`src/rtl/gpio_irq_pkg.sv`:
```
package gpio_irq_pkg;

    typedef enum logic [1:0] {
        BUS_IDLE   = 2'd0,
        BUS_SETUP  = 2'd1,
        BUS_ACCESS = 2'd2
    } bus_state_t;

    localparam logic [7:0] OFS_ENABLE = 8'h30;
    localparam logic [7:0] OFS_MASK   = 8'h34;
    localparam logic [7:0] OFS_TYPE   = 8'h38;
    localparam logic [7:0] OFS_POLAR  = 8'h3C;
    localparam logic [7:0] OFS_MSTAT  = 8'h40;
    localparam logic [7:0] OFS_RSTAT  = 8'h44;
    localparam logic [7:0] OFS_EOI    = 8'h4C;

endpackage

```
`src/rtl/gpio_irq_bus_fsm.sv`:
```
module gpio_irq_bus_fsm
    import gpio_irq_pkg::*;
(
    input  logic       clk,
    input  logic       rst_n,
    input  logic       bus_sel,
    input  logic       bus_enable,
    input  logic       bus_write,
    output logic       wr_commit,
    output bus_state_t state
);

    bus_state_t state_nxt;

    // State register
    always_ff @(posedge clk or negedge rst_n) begin
        if (!rst_n) state <= BUS_IDLE;
        else        state <= state_nxt;
    end

    // Next-state selection
    always_comb begin
        state_nxt = BUS_IDLE;
        unique case (state)
            BUS_IDLE: begin
                if (bus_sel && !bus_enable) state_nxt = BUS_SETUP;
                else                        state_nxt = BUS_IDLE;
            end
            BUS_SETUP: begin
                if (bus_sel && bus_enable)       state_nxt = BUS_ACCESS;
                else if (bus_sel && !bus_enable) state_nxt = BUS_SETUP;
                else                             state_nxt = BUS_IDLE;
            end
            BUS_ACCESS: begin
                if (bus_sel && !bus_enable) state_nxt = BUS_SETUP;
                else                        state_nxt = BUS_IDLE;
            end
            default: state_nxt = BUS_IDLE;
        endcase
    end

    // Outputs: a write lands only at the end of a proper setup phase
    always_comb begin
        wr_commit = 1'b0;
        unique case (state)
            BUS_SETUP:  wr_commit = bus_sel && bus_enable && bus_write;
            BUS_IDLE:   wr_commit = 1'b0;
            BUS_ACCESS: wr_commit = 1'b0;
            default:    wr_commit = 1'b0;
        endcase
    end

endmodule

```
`src/rtl/gpio_irq_regs.sv`:
```
module gpio_irq_regs
    import gpio_irq_pkg::*;
#(
    parameter int N      = 32,
    parameter int ADDR_W = 8
) (
    input  logic              clk,
    input  logic              rst_n,
    input  logic              wr_commit,
    input  logic              bus_sel,
    input  logic [ADDR_W-1:0] bus_addr,
    input  logic [N-1:0]      bus_wdata,
    input  logic [N-1:0]      raw_stat,
    input  logic [N-1:0]      masked_stat,
    output logic [N-1:0]      en_q,
    output logic [N-1:0]      mask_q,
    output logic [N-1:0]      type_q,
    output logic [N-1:0]      pol_q,
    output logic [N-1:0]      eoi_vec,
    output logic [N-1:0]      bus_rdata
);

    localparam logic [ADDR_W-1:0] A_EN  = ADDR_W'(OFS_ENABLE);
    localparam logic [ADDR_W-1:0] A_MSK = ADDR_W'(OFS_MASK);
    localparam logic [ADDR_W-1:0] A_TYP = ADDR_W'(OFS_TYPE);
    localparam logic [ADDR_W-1:0] A_POL = ADDR_W'(OFS_POLAR);
    localparam logic [ADDR_W-1:0] A_MST = ADDR_W'(OFS_MSTAT);
    localparam logic [ADDR_W-1:0] A_RST = ADDR_W'(OFS_RSTAT);
    localparam logic [ADDR_W-1:0] A_EOI = ADDR_W'(OFS_EOI);

    always_ff @(posedge clk or negedge rst_n) begin
        if (!rst_n) begin
            en_q   <= '0;
            mask_q <= '0;
            type_q <= '0;
            pol_q  <= '0;
        end else if (wr_commit) begin
            if (bus_addr == A_EN)  en_q   <= bus_wdata;
            if (bus_addr == A_MSK) mask_q <= bus_wdata;
            if (bus_addr == A_TYP) type_q <= bus_wdata;
            if (bus_addr == A_POL) pol_q  <= bus_wdata;
        end
    end

    assign eoi_vec = (wr_commit && bus_addr == A_EOI) ? bus_wdata : '0;

    always_comb begin
        bus_rdata = '0;
        if (bus_sel) begin
            if (bus_addr == A_EN)  bus_rdata = en_q;
            if (bus_addr == A_MSK) bus_rdata = mask_q;
            if (bus_addr == A_TYP) bus_rdata = type_q;
            if (bus_addr == A_POL) bus_rdata = pol_q;
            if (bus_addr == A_MST) bus_rdata = masked_stat;
            if (bus_addr == A_RST) bus_rdata = raw_stat;
        end
    end

endmodule

```
`src/rtl/gpio_irq_line.sv`:
```
module gpio_irq_line #(
    parameter int SYNC_STAGES = 2
) (
    input  logic clk,
    input  logic rst_n,
    input  logic pin,
    input  logic en,
    input  logic lvl,
    input  logic pol,
    input  logic eoi,
    output logic edge_hit,
    output logic pend,
    output logic raw
);

    logic [SYNC_STAGES-1:0] sync_q;
    logic                   prev_q;
    logic                   cur;
    logic                   rise;
    logic                   fall;

    always_ff @(posedge clk or negedge rst_n) begin
        if (!rst_n) begin
            sync_q <= '0;
            prev_q <= 1'b0;
        end else begin
            sync_q <= {sync_q[SYNC_STAGES-2:0], pin};
            prev_q <= sync_q[SYNC_STAGES-1];
        end
    end

    assign cur      = sync_q[SYNC_STAGES-1];
    assign rise     = cur & ~prev_q;
    assign fall     = ~cur & prev_q;
    assign edge_hit = pol ? rise : fall;

    // A new edge wins over a clear in the same cycle
    always_ff @(posedge clk or negedge rst_n) begin
        if (!rst_n)              pend <= 1'b0;
        else if (!en || lvl)     pend <= 1'b0;
        else if (edge_hit)       pend <= 1'b1;
        else if (eoi)            pend <= 1'b0;
    end

    assign raw = en & (lvl ? ~(cur ^ pol) : pend);

endmodule

```
`src/rtl/gpio_irq_unit.sv`:
```
module gpio_irq_unit
    import gpio_irq_pkg::*;
#(
    parameter int N           = 32,
    parameter int ADDR_W      = 8,
    parameter int SYNC_STAGES = 2
) (
    input  logic              clk,
    input  logic              rst_n,
    input  logic              bus_sel,
    input  logic              bus_enable,
    input  logic              bus_write,
    input  logic [ADDR_W-1:0] bus_addr,
    input  logic [N-1:0]      bus_wdata,
    output logic [N-1:0]      bus_rdata,
    input  logic [N-1:0]      line_in,
    output logic              irq_out
);

    bus_state_t  bus_state;
    logic        wr_commit;
    logic [N-1:0] en_q, mask_q, type_q, pol_q, eoi_vec;
    logic [N-1:0] edge_vec, pend_vec, raw_vec, masked_vec;

    gpio_irq_bus_fsm u_fsm (
        .clk       (clk),
        .rst_n     (rst_n),
        .bus_sel   (bus_sel),
        .bus_enable(bus_enable),
        .bus_write (bus_write),
        .wr_commit (wr_commit),
        .state     (bus_state)
    );

    gpio_irq_regs #(.N(N), .ADDR_W(ADDR_W)) u_regs (
        .clk        (clk),
        .rst_n      (rst_n),
        .wr_commit  (wr_commit),
        .bus_sel    (bus_sel),
        .bus_addr   (bus_addr),
        .bus_wdata  (bus_wdata),
        .raw_stat   (raw_vec),
        .masked_stat(masked_vec),
        .en_q       (en_q),
        .mask_q     (mask_q),
        .type_q     (type_q),
        .pol_q      (pol_q),
        .eoi_vec    (eoi_vec),
        .bus_rdata  (bus_rdata)
    );

    for (genvar i = 0; i < N; i++) begin : g_line
        gpio_irq_line #(.SYNC_STAGES(SYNC_STAGES)) u_line (
            .clk     (clk),
            .rst_n   (rst_n),
            .pin     (line_in[i]),
            .en      (en_q[i]),
            .lvl     (type_q[i]),
            .pol     (pol_q[i]),
            .eoi     (eoi_vec[i]),
            .edge_hit(edge_vec[i]),
            .pend    (pend_vec[i]),
            .raw     (raw_vec[i])
        );
    end

    assign masked_vec = raw_vec & ~mask_q;
    assign irq_out    = |masked_vec;

endmodule

```
`config.mk`:
```
export PLATFORM = sky130hd
export DESIGN_NAME = gpio_irq_unit
export DESIGN_NICKNAME = d
export VERILOG_FILES = /design/src/rtl/gpio_irq_pkg.sv /design/src/rtl/gpio_irq_bus_fsm.sv /design/src/rtl/gpio_irq_regs.sv /design/src/rtl/gpio_irq_line.sv /design/src/rtl/gpio_irq_unit.sv
export SDC_FILE = /design/constraint.sdc
export NUM_CORES = 1
export LEC_CHECK = 0
export BUFFER_PORTS_ARGS = -buffer_cell sky130_fd_sc_hd__buf_2
export CORE_MARGIN = 4
export CORE_UTILIZATION = 55
export CTS_BUF_LIST = sky130_fd_sc_hd__clkbuf_4
export CTS_CLUSTER_SIZE = 28
export DETAILED_ROUTE_END_ITERATION = 6
export PLACE_DENSITY = 0.74
export SLEW_MARGIN = 30
export SYNTH_ARGS = -nofsm -noshare
export SYNTH_HDL_FRONTEND = slang
export SYNTH_SLANG_ARGS = --single-unit
export TNS_END_PERCENT = 30
```
`constraint.sdc`:
```
create_clock -name clk -period 2.4 [get_ports clk]
set_input_delay 0.36 -clock clk [delete_from_list [all_inputs] [get_ports clk]]
set_output_delay 0.36 -clock clk [all_outputs]
set_load 0.005 [all_outputs]
```
# Word-level counts from Yosys, hierarchy flattened

Cells that the tools add are included.

Shift operators: 0
Muxes and demuxes: 172
Divide/modulo/power cells: 0
Reductions and logical operators: 108
Add/subtract/negate cells: 0
Multiply operators: 0
Bitwise logic cells: 226
$lt $le $gt $ge: 0
Equal/unequal tests: 9

Operators by type and width:

| cell                                                 | number |
|---|---|
| two-way mux 32 bit                                   | 8 |
| two-way mux 1 bit                                    | 162 |
| AND 1 bit                                            | 96 |
| inverter 1 bit                                       | 96 |
| nonzero test 3 bit                                   | 32 |
| logical NOT 1 bit                                    | 33 |
| AND 32 bit                                           | 1 |
| equality test 8 x 6 -> 1 bit (second input constant) | 4 |
| logical OR 1 bit                                     | 32 |
| inverter 32 bit                                      | 1 |
| OR reduction 32 bit                                  | 1 |
| bitwise XOR 1 bit                                    | 32 |
| equality test 8 x 7 -> 1 bit (second input constant) | 3 |
| AND reduction 2 bit                                  | 4 |
| logical AND 1 bit                                    | 4 |
| case mux 2 bit (2 select lines)                      | 1 |
| equality test 2 x 1 -> 1 bit (second input constant) | 1 |
| equality test 2 bit (second input constant)          | 1 |
| logical NOT 2 bit                                    | 1 |
| two-way mux 2 bit                                    | 1 |
| OR reduction 2 bit                                   | 1 |

Bits of input ports: 77
Bits in registers: 258
Logic and storage cells: 616
Memories: 0
RAM bits: 0
Bits in read-only memories: 0
Latch bits: 0
Output and inout port bits: 33

# Depth between registers and ports, before layout

Gate-level depths: netlist (run 1).

Depth in word-level cells: 8
Mapped depth: 9
Depth with buffers taken out: 5

# By module

Synthesis (run 1) repeated with hierarchy kept, for this count alone.

Cells, all modules: 1,091
Area total of the unflattened synthesis: 12,727.2 um2

By module, submodules not included:

| module           | area each (um2) | times used | cells each |
|---|---|---|---|
| gpio_irq_regs    | 6,932.9         | 1          | 594 |
| gpio_irq_line    | 166.4           | 32         | 14 |
| gpio_irq_unit    | 391.6           | 1          | 43 |
| gpio_irq_bus_fsm | 77.6            | 1          | 6 |

# Worst setup path after synthesis (run 1)

Ideal clock, no wire load.

Path type: input to output
Start point: input port bus_addr[5]
End point: output port bus_rdata[10]
Buffers on the path: 3
Stages: 6
Arrival: 1.881 ns
Setup slack: 0.159 ns
Data required time: 2.040 ns
Cell sequence: or4b_4 > buf_2 > or3_1 > buf_2 > buf_6 > o22ai_1

Longest elaborated chain between the ends: 8

RTL lines:

| item                         | RTL line            | text |
|---|---|---|
| start, declared              | gpio_irq_unit.sv:13 | `input logic [ADDR_W-1:0] bus_addr,` |
| equality test 8 x 6 -> 1 bit | gpio_irq_regs.sv:50 | `if (bus_addr == A_EN) bus_rdata = en_q;` |
| two-way mux 32 bit           | gpio_irq_regs.sv:50 |  |
| two-way mux 32 bit           | gpio_irq_regs.sv:51 | `if (bus_addr == A_MSK) bus_rdata = mask_q;` |
| two-way mux 32 bit           | gpio_irq_regs.sv:52 | `if (bus_addr == A_TYP) bus_rdata = type_q;` |
| two-way mux 32 bit           | gpio_irq_regs.sv:53 | `if (bus_addr == A_POL) bus_rdata = pol_q;` |
| two-way mux 32 bit           | gpio_irq_regs.sv:54 | `if (bus_addr == A_MST) bus_rdata = masked_stat;` |
| two-way mux 32 bit (*)       | gpio_irq_regs.sv:55 | `if (bus_addr == A_RST) bus_rdata = raw_stat;` |
| two-way mux 32 bit (*)       | gpio_irq_regs.sv:49 | `if (bus_sel) begin` |
| end, declared                | gpio_irq_unit.sv:15 | `output logic [N-1:0] bus_rdata,` |

Mark *: on every way between the ends. The rest lies on a longest branch, timed or not.

# Final worst setup path (run 1)

Start point: register g_line[15].u_line.sync_q[1]
End point: output port irq_out

Longest elaborated chain between the ends: 6

RTL lines:

| item                   | RTL line            | text |
|---|---|---|
| start, declared        | gpio_irq_line.sv:16 | `logic [SYNC_STAGES-1:0] sync_q;` |
| start signal, assigned | gpio_irq_line.sv:27 | `sync_q <= {sync_q[SYNC_STAGES-2:0], pin};` |
| bitwise XOR 1 bit      | gpio_irq_line.sv:45 | `assign raw = en & (lvl ? ~(cur ^ pol) : pend);` |
| inverter 1 bit         | gpio_irq_line.sv:45 |  |
| two-way mux 1 bit      | gpio_irq_line.sv:45 |  |
| AND 1 bit              | gpio_irq_line.sv:45 |  |
| AND 32 bit             | gpio_irq_unit.sv:67 | `assign masked_vec = raw_vec & ~mask_q;` |
| OR reduction 32 bit    | gpio_irq_unit.sv:68 | `assign irq_out = \|masked_vec;` |
| end, declared          | gpio_irq_unit.sv:17 | `output logic irq_out` |

Every way passes these cells.

==> results.toml, run 1 <==
[status]
status = "finished, violations left"
violations = "negative setup slack"

[route]
routed_wl_mm = 34.7
first_pass_iters = 5
wl_per_cell_microns = 19.6
vias = 10400
vias_per_cell = 5.87
drtIter0Drc = 918
drtAntennaViolNets = 0
drc = 0

[clock_network]
clk_pin_slew_ns = 0.07
insertion_delay_ns = 0.68
cts_root_buf = "clkbuf_4"
cts_tree = "done"
cts_buffers = 71
cts_num_sinks = 258
htreeDepth = 3
ctsLongestPathBuffers = 3

[grt]
first_global_vias = 10700
grt_first_pass_wirelength_mm = 54.9
antenna_found_initial = 1
grt-ovfl-total = 0
grt_max_degree = 80
grt_usage = 0.279

[critical_path]
setup.worst_path.start = "g_line[15].u_line.sync_q[1]$_DFF_PN0_"
crit_arrival_ns = 2.62
crit_end = "irq_out"
endpoint_kind = "output pin"
reg2reg_setup_slack_ns = 0.41
critPathRequiredTime_ns = 2.04
ff2ff_path_depth = 5
crit_fanout = 4
startpoint_type = "flip-flop"
rr_endpoint = "u_regs.type_q[24]$_DFFE_PN0P_"
crit_type = "reg2out"
r2r_start = "u_fsm.state[1]$_DFF_PN0_"

[synth]
synth_compound_area_frac = 0.133
synth-adder-area-share = 0
yosys_register_bits = 258
yosys.area.top_type = "dfrtp_1"
synth_cell_type_count = 58
synth_area_sq_um = 12500
muxShareOfSynthArea = 0.157
synthXorXnorAreaFrac = 0.0224
yosysSeqAreaShare = 0.517
synth_enable_flop_cells = 0
synthFlopType = "dfrtp_1"
synth_top_cell_area_share = 0.517
syn-num-nets = 1220
synth_cells = 1143
synth_top_family_by_area = "multiplexers"
synth_warnings = 0
synthSimpleGateAreaFrac = 0.136
synth_area_per_cell_sq_um = 10.9
ys_top_cells_by_area = "dfrtp_1 52%, mux2_2 10%, a21oi_1 3.2%, o21ai_0 3.0%, mux2_1 2.7%"
synthArstFlopShare = 1.00

[placement]
gp_congestion = 0.875
dpl_cell_area_sq_um = 13900
hpwl_mm = 21.9
pre_cts_slack_ns = -0.223
io_buffers = 109

[power]
ir_drop_uv = 480
p_per_area_nw_per_um2 = 567
internal_power_uw = 6990
combPwrFrac = 0.067
leakage_uw = 0.00761
p_sw_uw = 2230
seq_power_share = 0.490
clkPwrFrac = 0.443
switching_share = 0.242
total_power_uw = 9220

[floorplan]
die_x_microns = 159
io_pins = 110
core_sq_um = 22100
die_area_sq_um = 25200
initial_utilization = 0.565
die_h_microns = 159
row_count = 54

[sta]
post-route-worst-setup-slack_ns = -0.582
worst_pin_slew_ns = 0.660
finalCritPeriodShare = 1.24
hold_viol_final = 0
hold_slack_ns = 0.136
setup_viol = 28
skew_ns = 0.0354
max_clock_freq_ghz = 0.335
fin_crit_ns = 2.98
finalSetupTns_ns = -2.44
slew_headroom = 0.553
rsz0062_at_grt = "true"
drv_slew = 0

[cells_and_area]
syn_to_final_growth_pct = 30.3
fin_area_sq_um = 16300
final_cell_mix = "231 x dfrtp_1, 105 x mux2_2, 104 x buf_2, 102 x clkbuf_4, 86 x buf_4"
final_common_cell = "dfrtp_1"
nNetsFinal = 1524
num-fill-cells = 1503
drive_gt1_frac = 0.366

[min_path]
hold_class = "in2async"

[flow_run]
cap_violations = 0
## critical path, stage by stage (launching register included)
cell and delay, ns:
dfrtp_1 0.44, xnor2_2 0.16, and4b_1 0.21, or4_4 0.54
nor4_4 0.14, buf_4 0.16, nand4_1 0.12, buf_2 0.16
## sequential cells by signal, summed over array words and instances (netlist names)
register / count
u_regs.en_q: 32
g_line.u_line.sync_q: 64
u_regs.type_q: 32
g_line.u_line.pend: 32
u_regs.pol_q: 32
u_regs.mask_q: 32
g_line.u_line.prev_q: 32
u_fsm.state: 2
## cell type report
cell class / count / area (sq um) / share of cell area
clock inverter: 16 / 146 / 0.00900
inverter: 44 / 165 / 0.0101
sequential: 258 / 6490 / 0.399
antenna: 1 / 2.50 / 0.000154
timing repair buffer: 282 / 2240 / 0.138
tap: 280 / 350 / 0.0215
multi-input combinational: 790 / 6110 / 0.375
clock buffer: 102 / 766 / 0.0471
## stage by stage
step                       util  instances
after detailed placement  0.629       1560
final                     0.737       1773
after floorplan               -       1143
after global routing      0.737       1773
after CTS                 0.722       1762
after global placement    0.629       1560
## routing by layer
| layer | up-vias | GRT usage | wire length, microns |
|---|---|---|---|
| met2 | 417 | 0.455 | 16900 |
| li1 | 4786 | - | - |
| met5 | - | 0 | 0 |
| met1 | 5108 | 0.361 | 14100 |
| met3 | 99 | 0.0549 | 2360 |
| met4 | 0 | 0.129 | 1280 |
## Yosys cell counts (18+ instances only)
library cell  number
mux2i_1           31
o21a_1            20
nor2_1            79
inv_1             44
mux2_1            30
nand2b_1          33
o22ai_1           23
mux2_2           115
clkbuf_1          22
buf_2             19
nand3_1           34
a21oi_1           79
o21ai_0           74
nor4bb_1          25
a21o_1            18
nand2_1           75
xnor2_1           27
dfrtp_1          258
a22oi_1           25
## power groups by stage
stage | registers, uW | logic, uW | clock network, uW
finish | 4520 | 619 | 4080
global route | 4520 | 676 | 4440
CTS | 4510 | 596 | 4170
detailed placement | 4590 | 468 | 0
global placement | 4590 | 462 | 0
floorplan | 4570 | 187 | 0
## how the worst min path moves through the flow
stage                                         endpoint  cells past startpoint
floorplan            g_line[0].u_line.pend$_DFFE_PN0P_                      0
global placement    g_line[17].u_line.prev_q$_DFF_PN0_                      1
detailed placement  g_line[17].u_line.prev_q$_DFF_PN0_                      1
CTS                           u_fsm.state[1]$_DFF_PN0_                      3
global route        g_line[17].u_line.prev_q$_DFF_PN0_                      2
finish              g_line[17].u_line.prev_q$_DFF_PN0_                      2
## logic make-up (layout without fill, tap and decap cells)
group,count (synthesis),count (layout)
buf+inv,95,444
simple gates,308,308
flops,258,258
xor+xnor,32,32
mux,177,177
other cells,0,1
compound gates,273,273
## what timing repair did
action / CTS / global route
hold buffers: 66 / 0
gates cloned: 1 / 0
resized for setup: 65 / 59
endpoints found under the setup margin: 33 / 33
buffers inserted: 17 / 10
hold endpoints to repair: 419 / 0
pin swaps: 28 / 25
(Power assumes the default switching activity.)
==> run 2: changes to the inputs <==
Settings changed: GPL_TIMING_DRIVEN set to 0, REMOVE_ABC_BUFFERS set to 1.
==> run 2 against run 1 <==
  * The flow still finishes with violations (negative setup slack)
  * Cell area is 2.2% lower
  * Flip-flop and latch count stayed put
  * Fmax is 4.7% higher
  * Sequential power hardly changed
  * Utilization is 1.6 points lower
  * Combinational power is 3.6% lower
  * Hold slack worse by 0.013 ns
  * Final cell count is 2.1% lower
  * Clock-buffer cell count is 3 lower
  * Critical path type unchanged
  * Largest cell class unchanged
  * Non-clock buffer count is 39 lower
  * Global-route usage is 0.69 points lower
  * Power is 4.4% lower
==> results.toml, run 2 (same netlist as run 1, synthesis figures left out) <==
[status]
status = "finished, violations left"
violations = "negative setup slack"

[critical_path]
critPathRequiredTime_ns = 2.04
crit_path_top_delay_cell = "or4_1"
path_buf_inv = 1
endpoint_kind = "output pin"
crit_cells = 6
crit_type = "reg2out"
crit_arrival_ns = 2.49
worstPathCellList = "xnor2_1, and4b_1, or4_1, nor4_2, nand4_1, buf_2"
ff2ff_path_depth = 6
crit_fanout = 2
cpLargestDelayFamily = "simple AND/OR/NAND/NOR gates"
slowest_delay_ns = 0.51
startpoint_type = "flip-flop"

[route]
drc = 0
routed_wl_mm = 34.0
vias = 10300
vias_per_cell = 5.93
drtAntennaViolNets = 0
drtIter0Drc = 705
first_pass_iters = 7
wl_per_cell_microns = 19.6

[clock_network]
cts_tree = "done"
ctsLongestPathBuffers = 3
insertion_delay_ns = 0.70
cts_num_sinks = 258
cts_root_buf = "clkbuf_4"
htreeDepth = 3
cts_buffers = 71
clk_pin_slew_ns = 0.07

[floorplan]
die_h_microns = 159
core_sq_um = 22100
initial_utilization = 0.565
die_area_sq_um = 25200
row_count = 54
io_pins = 110
die_x_microns = 159

[grt]
grt_max_degree = 81
grt_first_pass_wirelength_mm = 53.3
first_global_vias = 10300
grt-ovfl-total = 0
grt_usage = 0.272
antenna_found_initial = 1

[sta]
max_clock_freq_ghz = 0.351
post-route-worst-setup-slack_ns = -0.447
fin_crit_ns = 2.85
drv_slew = 0
hold_slack_ns = 0.123
finalCritPeriodShare = 1.19
rsz0062_at_grt = "true"
setup_viol = 33
skew_ns = 0.0334
worst_pin_slew_ns = 0.827
slew_headroom = 0.449
hold_viol_final = 0
finalSetupTns_ns = -4.77

[cells_and_area]
final_cell_mix = "251 x dfrtp_1, 112 x mux2_2, 104 x buf_2, 99 x clkbuf_4, 76 x a21oi_1"
nNetsFinal = 1487
largest_reg_flops = 64
fin_cells = 1735
drive_gt1_frac = 0.331
final_common_cell = "dfrtp_1"
syn_to_final_growth_pct = 27.5
fin_area_sq_um = 15900
regMostFlops = "g_line.u_line.sync_q"

[placement]
io_buffers = 109
dp_cells = 1498
dpl_cell_area_sq_um = 13500
gp_congestion = 0.829
hpwl_mm = 20.2

[power]
p_per_area_nw_per_um2 = 554
ir_drop_uv = 423
leakage_uw = 0.00740

[flow_run]
cap_violations = 0

[min_path]
hold_class = "in2async"
==> run 2: power by group <==
| group | switching, uW | internal (uW) | total, uW |
|---|---|---|---|
| Sequential | 71.6 | 4440 | 4520 |
| Combinational | 329 | 267 | 597 |
| Clock | 1820 | 1890 | 3710 |
==> run 2: final timing paths <==
| kind | from | endpoint | slack [ns] |
|---|---|---|---|
| max in group asynchronous | rst_n | u_regs.pol_q[5]$_DFFE_PN0P_ | 1.21 |
| max | g_line[8].u_line.sync_q[1]$_DFF_PN0_ | irq_out | -0.45 |
| max reg2reg | u_fsm.state[1]$_DFF_PN0_ | u_regs.type_q[11]$_DFFE_PN0P_ | 0.08 |
| min in group clk | line_in[27] | g_line[27].u_line.sync_q[0]$_DFF_PN0_ | 0.31 |
| min | rst_n | g_line[28].u_line.sync_q[0]$_DFF_PN0_ | 0.12 |
| min reg2reg | g_line[19].u_line.sync_q[0]$_DFF_PN0_ | g_line[19].u_line.sync_q[1]$_DFF_PN0_ | 0.34 |
==> run 2: metal layers <==
layer	vias up	track usage	share of wire
met5	-	0	0
met4	0	0.126	0.039
met3	113	0.0530	0.075
met2	431	0.421	0.46
met1	5034	0.372	0.42
li1	4714	-	-
==> run 2: worst register-to-register path: stages, from the launching register on <==
cell	delay (ns)
dfrtp_1	0.38
and4b_1	0.30
nand2_1	0.23
nor4b_4	0.46
buf_4	0.27
buf_4	0.22
mux2_1	0.34
==> run 2: layout make-up <==
class	instances	area (sq um)
flip-flops and latches	258	6460
clock buffers	99	743
inverters	44	165
repair buffers	243	1970
multi-input cells	792	6160
clock inverters	18	67.6
fillers	1563	6170
diodes	1	2.50
well taps	280	350
==> run 2: what timing repair did <==
item                                    in CTS  in global routing
pin swaps                                   44                 12
setup buffers                               48                  3
resized for setup                           69                 27
hold buffers                                66                  0
gates cloned                                 2                  0
hold endpoints to repair                   261                  0
endpoints found under the setup margin      84                 34
==> run 2: metrics by stage <==
| step | total power (uW) | util | worst slack [ns] |
|---|---|---|---|
| 2_1_floorplan | 4730 | - | -0.593 |
| 3_3_place_gp | 5000 | 0.594 | -3.64 |
| 3_5_place_dp | 5040 | 0.610 | -0.902 |
| 4_1_cts | 8890 | 0.713 | -0.456 |
| 5_1_grt | 9240 | 0.721 | -0.586 |
| 6_report | 8820 | 0.721 | -0.447 |
